===== config.mk =====
export PLATFORM = sky130hd
export DESIGN_NAME = pfd_phase_meter
export DESIGN_NICKNAME = d
export VERILOG_FILES = /design/src/rtl/pm_pkg.sv /design/src/rtl/pm_sync_edge.sv /design/src/rtl/pm_pfd.sv /design/src/rtl/pm_window.sv /design/src/rtl/pm_divider.sv /design/src/rtl/pfd_phase_meter.sv
export SDC_FILE = /design/constraint.sdc
export NUM_CORES = 1
export LEC_CHECK = 0
export CORE_AREA = 2 2 122 243
export CTS_BUF_LIST = sky130_fd_sc_hd__clkbuf_8
export DETAILED_ROUTE_END_ITERATION = 6
export DIE_AREA = 0 0 124 245
export GPL_TIMING_DRIVEN = 0
export HOLD_SLACK_MARGIN = 0.12
export PLACE_DENSITY = 0.77
export REMOVE_ABC_BUFFERS = 1
export SLEW_MARGIN = 20
export SYNTH_ARGS = -nofsm -noshare
export SYNTH_HDL_FRONTEND = slang
export SYNTH_HIERARCHICAL = 1
export SYNTH_SLANG_ARGS = --single-unit

===== constraint.sdc =====
create_clock -name clk -period 8.05 [get_ports clk]
set_input_delay 1.61 -clock clk [delete_from_list [all_inputs] [get_ports clk]]
set_output_delay 1.61 -clock clk [all_outputs]
set_load 0.02 [all_outputs]

===== src/rtl/pm_pkg.sv =====
package pm_pkg;
  localparam int unsigned FULL_TURN_CDEG = 36000;
  localparam int unsigned HALF_TURN_CDEG = 18000;
  localparam int unsigned SCALE_W        = 16;
endpackage


===== src/rtl/pm_sync_edge.sv =====
module pm_sync_edge #(
  parameter int unsigned STAGES = 2
) (
  input  logic clk,
  input  logic rst,
  input  logic din,
  output logic rise
);
  // pipe[STAGES-1] is the synchronized level, pipe[STAGES] its previous value
  logic [STAGES:0] pipe;

  always_ff @(posedge clk) begin
    if (rst) pipe <= '0;
    else     pipe <= {pipe[STAGES-1:0], din};
  end

  assign rise = pipe[STAGES-1] & ~pipe[STAGES];
endmodule


===== src/rtl/pm_pfd.sv =====
module pm_pfd (
  input  logic clk,
  input  logic rst,
  input  logic sig_rise,
  input  logic ref_rise,
  output logic up_q,
  output logic dn_q
);
  logic clear;
  assign clear = up_q & dn_q;

  always_ff @(posedge clk) begin
    if (rst) begin
      up_q <= 1'b0;
      dn_q <= 1'b0;
    end else begin
      up_q <= clear ? sig_rise : (up_q | sig_rise);
      dn_q <= clear ? ref_rise : (dn_q | ref_rise);
    end
  end

  AST_PFD_BOTH_CLEAR: assert property (@(posedge clk) disable iff (rst)
    (up_q && dn_q) |=> !(up_q && dn_q));
  AST_PFD_UP_FROM_EDGE: assert property (@(posedge clk) disable iff (rst)
    $rose(up_q) |-> $past(sig_rise));
  AST_PFD_DN_FROM_EDGE: assert property (@(posedge clk) disable iff (rst)
    $rose(dn_q) |-> $past(ref_rise));
endmodule


===== src/rtl/pm_window.sv =====
module pm_window #(
  parameter int unsigned CNT_W = 16,
  parameter int unsigned LEN_W = 8
) (
  input  logic             clk,
  input  logic             rst,
  input  logic             ref_rise,
  input  logic             up_q,
  input  logic             dn_q,
  input  logic [LEN_W-1:0] win_len,
  output logic             win_done,
  output logic [CNT_W-1:0] cap_up,
  output logic [CNT_W-1:0] cap_dn,
  output logic [CNT_W-1:0] cap_tot
);
  localparam logic [CNT_W-1:0] CNT_MAX = '1;

  function automatic logic [CNT_W-1:0] sat_inc(input logic [CNT_W-1:0] v, input logic en);
    return (v == CNT_MAX) ? v : v + CNT_W'(en);
  endfunction

  logic             armed;
  logic [LEN_W-1:0] per_cnt;
  logic [LEN_W-1:0] eff_len;
  logic [CNT_W-1:0] acc_up, acc_dn, acc_tot;
  logic [CNT_W-1:0] nxt_up, nxt_dn, nxt_tot;
  logic             last_period, closing;

  assign eff_len     = (win_len == '0) ? LEN_W'(1) : win_len;
  assign last_period = ({1'b0, per_cnt} + (LEN_W+1)'(1)) >= {1'b0, eff_len};
  assign closing     = armed & ref_rise & last_period;
  assign nxt_up      = sat_inc(acc_up, up_q);
  assign nxt_dn      = sat_inc(acc_dn, dn_q);
  assign nxt_tot     = sat_inc(acc_tot, 1'b1);

  always_ff @(posedge clk) begin
    if (rst) begin
      armed    <= 1'b0;
      per_cnt  <= '0;
      acc_up   <= '0;
      acc_dn   <= '0;
      acc_tot  <= '0;
      cap_up   <= '0;
      cap_dn   <= '0;
      cap_tot  <= '0;
      win_done <= 1'b0;
    end else begin
      win_done <= closing;
      if (!armed) begin
        armed <= ref_rise;
      end else if (closing) begin
        cap_up  <= nxt_up;
        cap_dn  <= nxt_dn;
        cap_tot <= nxt_tot;
        acc_up  <= '0;
        acc_dn  <= '0;
        acc_tot <= '0;
        per_cnt <= '0;
      end else begin
        acc_up  <= nxt_up;
        acc_dn  <= nxt_dn;
        acc_tot <= nxt_tot;
        if (ref_rise) per_cnt <= per_cnt + LEN_W'(1);
      end
    end
  end

  AST_SAT_HOLD_UP: assert property (@(posedge clk) disable iff (rst)
    (armed && !closing && acc_up == CNT_MAX) |=> (acc_up == CNT_MAX));
  AST_SAT_HOLD_TOT: assert property (@(posedge clk) disable iff (rst)
    (armed && !closing && acc_tot == CNT_MAX) |=> (acc_tot == CNT_MAX));
  AST_WIN_ON_REF: assert property (@(posedge clk) disable iff (rst)
    win_done |-> $past(ref_rise));
  AST_CAP_BOUND: assert property (@(posedge clk) disable iff (rst)
    win_done |-> (cap_up <= cap_tot && cap_dn <= cap_tot));
endmodule


===== src/rtl/pm_divider.sv =====
module pm_divider #(
  parameter int unsigned NUM_W = 32,
  parameter int unsigned DEN_W = 16,
  parameter int unsigned Q_W   = 16
) (
  input  logic             clk,
  input  logic             rst,
  input  logic             start,
  input  logic [NUM_W-1:0] num,
  input  logic [DEN_W-1:0] den,
  output logic             busy,
  output logic             done,
  output logic [Q_W-1:0]   quot
);
  localparam int unsigned CW = $clog2(NUM_W + 1);

  logic [DEN_W-1:0] rem, den_q;
  logic [NUM_W-1:0] qr;
  logic [CW-1:0]    cnt;
  logic [DEN_W:0]   trial;
  logic             ge;

  assign trial = {rem, qr[NUM_W-1]};
  assign ge    = trial >= {1'b0, den_q};
  assign quot  = qr[Q_W-1:0];

  always_ff @(posedge clk) begin
    if (rst) begin
      rem   <= '0;
      den_q <= '0;
      qr    <= '0;
      cnt   <= '0;
      busy  <= 1'b0;
      done  <= 1'b0;
    end else begin
      done <= 1'b0;
      if (!busy) begin
        if (start) begin
          busy  <= 1'b1;
          rem   <= '0;
          qr    <= num;
          den_q <= den;
          cnt   <= CW'(NUM_W);
        end
      end else begin
        rem <= ge ? (trial[DEN_W-1:0] - den_q) : trial[DEN_W-1:0];
        qr  <= {qr[NUM_W-2:0], ge};
        cnt <= cnt - CW'(1);
        if (cnt == CW'(1)) begin
          busy <= 1'b0;
          done <= 1'b1;
        end
      end
    end
  end

  AST_DIV_LOAD: assert property (@(posedge clk) disable iff (rst)
    (start && !busy) |=> busy);
  AST_DIV_REM_BOUND: assert property (@(posedge clk) disable iff (rst)
    (busy && den_q != '0) |-> (rem < den_q));
endmodule


===== src/rtl/pfd_phase_meter.sv =====
module pfd_phase_meter
  import pm_pkg::*;
#(
  parameter int unsigned SYNC_STAGES = 2,
  parameter int unsigned CNT_W       = 16,
  parameter int unsigned LEN_W       = 8,
  parameter int unsigned PH_W        = 16
) (
  input  logic                   clk,
  input  logic                   rst,
  input  logic                   sig_sq,
  input  logic                   ref_sq,
  input  logic [LEN_W-1:0]       win_len,
  output logic signed [PH_W-1:0] phase_cdeg,
  output logic                   phase_valid
);
  localparam int unsigned PROD_W = CNT_W + SCALE_W;
  localparam logic [PH_W-1:0] FULL_T = PH_W'(FULL_TURN_CDEG);
  localparam logic [PH_W-1:0] HALF_T = PH_W'(HALF_TURN_CDEG);

  // channel 0 = signal, channel 1 = reference
  logic [1:0] raw_in, rise_v;
  assign raw_in = {ref_sq, sig_sq};

  for (genvar i = 0; i < 2; i++) begin : g_sync
    pm_sync_edge #(.STAGES(SYNC_STAGES)) u_sync (
      .clk (clk),
      .rst (rst),
      .din (raw_in[i]),
      .rise(rise_v[i])
    );
  end

  logic up_q, dn_q;
  pm_pfd u_pfd (
    .clk     (clk),
    .rst     (rst),
    .sig_rise(rise_v[0]),
    .ref_rise(rise_v[1]),
    .up_q    (up_q),
    .dn_q    (dn_q)
  );

  logic             win_done;
  logic [CNT_W-1:0] cap_up, cap_dn, cap_tot;
  pm_window #(.CNT_W(CNT_W), .LEN_W(LEN_W)) u_win (
    .clk     (clk),
    .rst     (rst),
    .ref_rise(rise_v[1]),
    .up_q    (up_q),
    .dn_q    (dn_q),
    .win_len (win_len),
    .win_done(win_done),
    .cap_up  (cap_up),
    .cap_dn  (cap_dn),
    .cap_tot (cap_tot)
  );

  logic              neg_now, neg_q;
  logic [CNT_W-1:0]  mag;
  logic [PROD_W-1:0] num;
  logic              div_start, div_busy, div_done;
  logic [PH_W-1:0]   quot;

  assign neg_now   = cap_dn > cap_up;
  assign mag       = neg_now ? (cap_dn - cap_up) : (cap_up - cap_dn);
  assign num       = PROD_W'(mag) * PROD_W'(FULL_TURN_CDEG);
  assign div_start = win_done & ~div_busy;

  pm_divider #(.NUM_W(PROD_W), .DEN_W(CNT_W), .Q_W(PH_W)) u_div (
    .clk  (clk),
    .rst  (rst),
    .start(div_start),
    .num  (num),
    .den  (cap_tot),
    .busy (div_busy),
    .done (div_done),
    .quot (quot)
  );

  // fold into the half-turn range; arithmetic is exact modulo 2^PH_W
  logic            over;
  logic [PH_W-1:0] folded;
  assign over = quot > HALF_T;
  always_comb begin
    unique case ({neg_q, over})
      2'b00:   folded = quot;
      2'b01:   folded = quot - FULL_T;
      2'b10:   folded = '0 - quot;
      default: folded = FULL_T - quot;
    endcase
  end

  always_ff @(posedge clk) begin
    if (rst) begin
      neg_q       <= 1'b0;
      phase_cdeg  <= '0;
      phase_valid <= 1'b0;
    end else begin
      if (div_start) neg_q <= neg_now;
      phase_valid <= div_done;
      if (div_done) phase_cdeg <= $signed(folded);
    end
  end

  AST_PHASE_RANGE: assert property (@(posedge clk) disable iff (rst)
    phase_valid |-> (phase_cdeg <= 18000 && phase_cdeg >= -18000));
  AST_VALID_PULSE: assert property (@(posedge clk) disable iff (rst)
    phase_valid |=> !phase_valid);
  AST_PHASE_HOLD: assert property (@(posedge clk) disable iff (rst)
    !phase_valid |-> $stable(phase_cdeg));
endmodule


=== Word level (Yosys, flattened, before mapping) ===
Index checks and enable logic that the tools add are counted.
W data, S select, Z words.

* Word-level logic and storage cells: 89
* Output and inout port bits: 17
* Bits of input ports: 12
* Flip-flop bits (word level): 204

* Bitwise logic cells: 11
* $mul: 1
* Equality and inequality tests: 6
* Mux-type cells: 25
* Add/sub/neg operators: 12
* Reductions and logical operators: 8
* Order comparisons: 4

{| class="wikitable"
|+ Operator list
! operator !! count
|-
| $mux W16 || 10
|-
| $mux W32 || 2
|-
| $eq A16 B16 Y1 const B || 3
|-
| $pmux W16 S3 || 1
|-
| $sub A16 B16 Y16 || 3
|-
| $add A16 B1 Y16 || 2
|-
| $mul A16 B11 Y27 const B || 1
|-
| $mux W8 || 3
|-
| $ge A17 B16 Y1 || 1
|-
| $add A16 B1 Y16 const B || 1
|-
| $gt A16 B15 Y1 const B || 1
|-
| $gt A16 B16 Y1 || 1
|-
| $sub A1 B16 Y16 const A || 1
|-
| $sub A16 B16 Y16 const A || 1
|-
| $sub A16 B16 Y16 const B || 1
|-
| $mux W6 || 2
|-
| $add A8 B1 Y9 const B || 1
|-
| $ge A9 B8 Y1 || 1
|-
| $add A8 B1 Y8 const B || 1
|-
| $logic_not A8 Y1 || 1
|-
| $mux W1 || 7
|-
| $and A1 B1 Y1 || 6
|-
| $eq A6 B1 Y1 const B || 1
|-
| $reduce_and A2 Y1 || 3
|-
| 8 further kinds || 12
|}

=== Logic depth before layout (Yosys ltp) ===
* Word-level depth: 6
* Gate-level depth with buffers: 33
* Mapped depth without buffers: 32

=== Cells and area by module ===
The synthesis kept the hierarchy.

{| class="wikitable"
|+ By module, submodules not included
! module !! cells an instance !! area each (sq um) !! instances !! seq. area each (sq um)
|-
| pfd_phase_meter || 740 || 5977.0 || 1 || 360.3
|-
| pm_window || 602 || 5357.6 || 1 || 2122.0
|-
| pm_divider || 503 || 3992.6 || 1 || 1441.4
|-
| pm_sync_edge || 7 || 87.6 || 2 || 60.1
|-
| pm_pfd || 8 || 70.1 || 1 || 40.0
|}

=== Worst setup path before layout ===
OpenSTA, ideal clock, no wires.

* Path kind: reg2reg
* Start: register u_win.cap_dn[0]
* End: register u_div.qr[30]
* Required time: 7922 ps
* Period minus slack after synthesis: 7003 ps
* Setup time: 128 ps
* Arrival time: 6875 ps
* Cell stages (with the launch flop): 32
* Path slack: 1047 ps
* Path buffers: 1
* Cell sequence: dfxtp_1 inv_1 ha_1 inv_1 fa_1 a211oi_1 o21bai_1 a21oi_1 o211ai_1 buf_4 nand2_4 mux2_2 xor2_1 ha_1 ha_1 fa_1 fa_1 inv_1 fa_1 inv_1 ha_1 a21o_1 a21o_1 a21o_1 nor4b_1 a211oi_1 o31ai_1 a22oi_1 mux2i_1 nor2_1 a21oi_1 nor2_1

* Longest elaborated chain between the ends: 5
* Elaborated cells on any way between the ends: 7
* Classes of those cells: 2 x add/sub; 1 x mul; 1 x order compare; 3 x mux

{| class="wikitable"
|+ Ends and longest elaborated chain
! element !! line !! source
|-
| start: declaration || pm_window.sv:13 || <nowiki>output logic [CNT_W-1:0] cap_dn,</nowiki>
|-
| start signal: assignment || pm_window.sv:53 || <nowiki>cap_dn <= nxt_dn;</nowiki>
|-
| $sub A16 B16 Y16 / $gt A16 B16 Y1 (equally long branches) || pfd_phase_meter.sv:66, pfd_phase_meter.sv:65 ||
|-
| $mux W16 * || pfd_phase_meter.sv:66 || <nowiki>assign mag = neg_now ? (cap_dn - cap_up) : (cap_up - cap_dn);</nowiki>
|-
| $mul A16 B11 Y27 * || pfd_phase_meter.sv:67 || <nowiki>assign num = PROD_W'(mag) * PROD_W'(FULL_TURN_CDEG);</nowiki>
|-
| via num[30] || pfd_phase_meter.sv:61 || <nowiki>logic [PROD_W-1:0] num;</nowiki>
|-
| $mux W32 * || pm_divider.sv:38 || <nowiki>if (start) begin</nowiki>
|-
| $mux W32 * || pm_divider.sv:37 || <nowiki>if (!busy) begin</nowiki>
|-
| end signal: assignment || pm_divider.sv:41 || <nowiki>qr <= num;</nowiki>
|-
| end signal: assignment || pm_divider.sv:47 || <nowiki>qr <= {qr[NUM_W-2:0], ge};</nowiki>
|-
| end: declaration || pm_divider.sv:18 || <nowiki>logic [NUM_W-1:0] qr;</nowiki>
|}

The timed path passes the listed nets; every way through them passes the cells marked *. The select of a mux whose other input is x is not followed.
A chain may end at the register's enable or synchronous reset.

=== Worst setup path after layout ===
* Start: register u_win.cap_up[0]
* End: register u_div.qr[30]

* Longest elaborated chain between the ends: 5
* Elaborated cells on any way between the ends: 7
* Classes of those cells: 2 x add/sub; 1 x mul; 1 x order compare; 3 x mux

{| class="wikitable"
|+ Ends and longest elaborated chain
! element !! line !! source
|-
| start: declaration || pm_window.sv:12 || <nowiki>output logic [CNT_W-1:0] cap_up,</nowiki>
|-
| start signal: assignment || pm_window.sv:52 || <nowiki>cap_up <= nxt_up;</nowiki>
|-
| $sub A16 B16 Y16 / $gt A16 B16 Y1 (equally long branches) || pfd_phase_meter.sv:66, pfd_phase_meter.sv:65 ||
|-
| $mux W16 * || pfd_phase_meter.sv:66 ||
|-
| $mul A16 B11 Y27 * || pfd_phase_meter.sv:67 ||
|-
| via num[30] || pfd_phase_meter.sv:61 ||
|-
| $mux W32 * || pm_divider.sv:38 ||
|-
| $mux W32 * || pm_divider.sv:37 ||
|}

Marked as above.

==> flow_summary.yaml <==
run_status:
  status: "finished, final reports clean"
placement:
  place_ws_ps: -384
  gp_congestion: 0.929
  port_buffers: 28
  post-dp-hpwl_um: 24300
  dp.cells: 2159
routing:
  viasPerCell: 5.84
  route.detailed.drc: 0
  wl_um: 33800
  postRouteAntennaNets: 0
  vias: 12900
  wl_per_cell_um: 15.2
  firstDrtPassIters: 5
  drtIter0Drc: 751
global_route:
  grt_antenna_before_repair: 0
  grt_max_degree: 90
  track_usage_pct: 22.5
  grt_overflow_total: 0
  first_global_vias: 12300
  grt_pass1_wl_um: 57100
clock_tree:
  cts_buffers: 34
  insertion_delay_ps: 550
  root_buffer: "clkbuf_8"
  htreeDepth: 2
  cts_tree: "built"
  clk_pin_slew_worst_paths_ps: 70
  cts_sinks: 204
  holdBufCountCts: 0
  cts_buffer_depth: 3
floorplan:
  dieArea_um2: 30400
  core_area_um2: 28600
  fp.dieW_um: 124
  initial_core_util_pct: 54.4
  die_y_um: 245
  num_rows: 88
  num_io_pins: 29
logic_synthesis:
  async_flop_share_pct: 0
  synth_compound_gate_area_share_pct: 20.4
  synth-edff-count: 0
  syn_inst: 1867
  ys_warn_count: 6
  synth_fa_ha_area_share_pct: 18.0
  ys_seq_area_share_pct: 26.2
  synthXorXnorAreaFrac_pct: 5.66
  avgSynthCellArea_um2: 8.34
  yosys.area_share.simple_pct: 17.9
  netlist_area_um2: 15600
  yosysUniqueCellTypes: 97
  synth_ff_type: "dfxtp_1"
  synth_top_family_by_area: "compound AO/OA/AOI/OAI gates"
  synthMuxAreaShare_pct: 4.13
  synth_seq_cells: 204
worst_hold_path:
  min_path_type: "reg -> reg"
  hold_depth: 1
  hold_end: "g_sync[0].u_sync/pipe[1]$_SDFF_PP0_"
  min_from: "g_sync[0].u_sync/pipe[0]$_SDFF_PP0_"
critical_path:
  slowest_stage: "fa_1"
  worstSetupEndpointType: "register"
  cp_data_required_time_ps: 8470
  r2r_slack_ps: 480
  start_kind: "register"
  reg2reg_depth: 30
  slowest_delay_ps: 550
  rr_startpoint: "u_win/cap_up[0]$_SDFFE_PP0P_"
  crit_type: "reg -> reg"
  rr_endpoint: "u_div/qr[30]$_SDFFE_PP0P_"
  worstPathMaxFanout: 11
  cp.arrival_ps: 7990
final_layout:
  final_cells: 2218
  antenna_cells: 0
  fin_util_pct: 58.6
  drive_gt1_share_pct: 5.92
  final_nets: 2050
  mostFrequentLayoutCell: "dfxtp_1"
  final_cell_mix: "202 x dfxtp_1, 171 x inv_1, 166 x ha_1"
  area_growth_pct: 7.67
sta:
  fin_skew_ps: 22.3
  rsz0062_at_grt: "yes"
  fin_ws_ps: 480
  hold_viol: 0
  fmax_mhz: 132
  final-max-slew-violation-count: 0
  max-slew-margin-rel_pct: 29.9
  worst_pin_slew_ps: 1050
  whs_ps: 437
  fin_crit_ps: 7570
  period_share_pct: 94.0
  final-setup-viol-count: 0
power_and_ir_drop:
  p_leak_nw: 7.42
  power_density_nw_per_um2: 125
  max-vdd-ir-drop_uv: 165
  p_total_w: 0.00209
flow_run:
  cap_violations: 0
==> worst max-delay path: cells and delay by family (launching register included) <==
family | cells | cell delay [ps]
compound gates | 9 | 2030
xor+xnor | 1 | 410
fa+ha+maj | 8 | 3160
buf+inv | 4 | 410
flops | 1 | 370
mux | 2 | 480
simple gates | 6 | 590
==> flip-flops by register name, indices dropped and copies added (netlist names) <==
| signal | count |
|---|---|
| u_win/armed | 1 |
| phase_valid | 1 |
| u_win/cap_up | 16 |
| phase_cdeg | 16 |
| g_sync.u_sync/pipe | 6 |
| u_win/cap_tot | 16 |
| u_div/cnt | 6 |
| u_win/per_cnt | 8 |
| u_win/acc_dn | 16 |
| u_div/rem | 16 |
| u_win/acc_up | 16 |
| u_win/win_done | 1 |
| u_div/den_q | 16 |
| u_win/acc_tot | 16 |
| u_div/done | 1 |
| u_win/cap_dn | 16 |
| neg_q | 1 |
| u_div/qr | 32 |
| u_pfd/up_q | 1 |
| u_div/busy | 1 |
| u_pfd/dn_q | 1 |
==> area by class of cell <==
class	instances	area, um2
clock buffer	40	551
clock inverter	18	198
fill	2583	11900
inverter	165	619
multi-input combinational	1392	10400
sequential	204	4090
tap	360	450
timing repair buffer	39	455
==> cell usage after synthesis, drive strengths merged, types with 17 or more instances <==
cell / n / share of area, %
dfxtp: 204 / 26
ha: 166 / 13
inv: 165 / 4.0
a21oi: 155 / 5.1
nor2: 148 / 3.6
nand2: 130 / 3.2
o21ai: 70 / 2.3
buf: 65 / 2.6
mux2i: 62 / 4.0
a31oi: 59 / 2.4
xnor2: 55 / 3.1
nand3: 47 / 1.5
clkbuf: 45 / 1.1
xor2: 43 / 2.4
a22o: 39 / 2.2
fa: 36 / 4.6
a21o: 30 / 1.4
nor3: 30 / 0.96
and3: 26 / 1.0
nand2b: 25 / 1.0
nand4: 24 / 0.96
nor2b: 23 / 0.96
a211oi: 18 / 0.93
o211ai: 18 / 0.87
or3b: 17 / 0.96
==> report_power, final <==
group,total (W),internal [W],switching [W]
sequential,0.00102,0.00101,0.00000545
combinational,0.0000523,0.0000191,0.0000332
clock,0.00102,0.000585,0.000436
==> cell families after synthesis <==
logic type	Yosys count
xor+xnor	99
compound gates	475
fa+ha+maj	202
mux	64
buf+inv	275
flops	204
simple gates	547
other cells	1
==> how the worst max path moves through the flow <==
| stage | start | to | slack [ps] |
|---|---|---|---|
| finish | u_win/cap_up[0]$_SDFFE_PP0P_ | u_div/qr[30]$_SDFFE_PP0P_ | 480 |
| global route | u_win/cap_up[9]$_SDFFE_PP0P_ | u_div/qr[30]$_SDFFE_PP0P_ | -70 |
| CTS | u_win/cap_up[1]$_SDFFE_PP0P_ | u_div/qr[31]$_SDFFE_PP0P_ | 160 |
| detailed placement | u_win/cap_up[2]$_SDFFE_PP0P_ | u_div/qr[30]$_SDFFE_PP0P_ | -380 |
| global placement | rst | u_win/cap_up[13]$_SDFFE_PP0P_ | -1140 |
| floorplan | u_win/cap_up[2]$_SDFFE_PP0P_ | u_div/qr[30]$_SDFFE_PP0P_ | 800 |
==> what timing repair did <==
| item | 4_1_cts | 5_1_grt |
|---|---|---|
| endpoints found under the setup margin | 6 | 6 |
| setup buffers | 1 | 0 |
| gates resized for setup | 1 | 7 |
| hold endpoints to repair | 0 | 0 |
| pin swaps | 1 | 0 |
==> per-layer routing <==
| layer | global-route usage, % | routed length (um) | up-vias |
|---|---|---|---|
| li1 | - | - | 6526 |
| met2 | 38.3 | 16500 | 252 |
| met3 | 2.97 | 1240 | 65 |
| met5 | 0 | 0 | - |
| met1 | 28.7 | 15000 | 6104 |
| met4 | 7.77 | 1030 | 0 |
==> stage by stage <==
stage	instance area [um2]	TNS [ps]
final	16800	0
after global routing	16800	-66.3
after CTS	16700	0
after detailed placement	16000	-1600
after global placement	15700	-69190
after floorplan	15000	0
No activity file was read; power rests on OpenSTA's default activity.
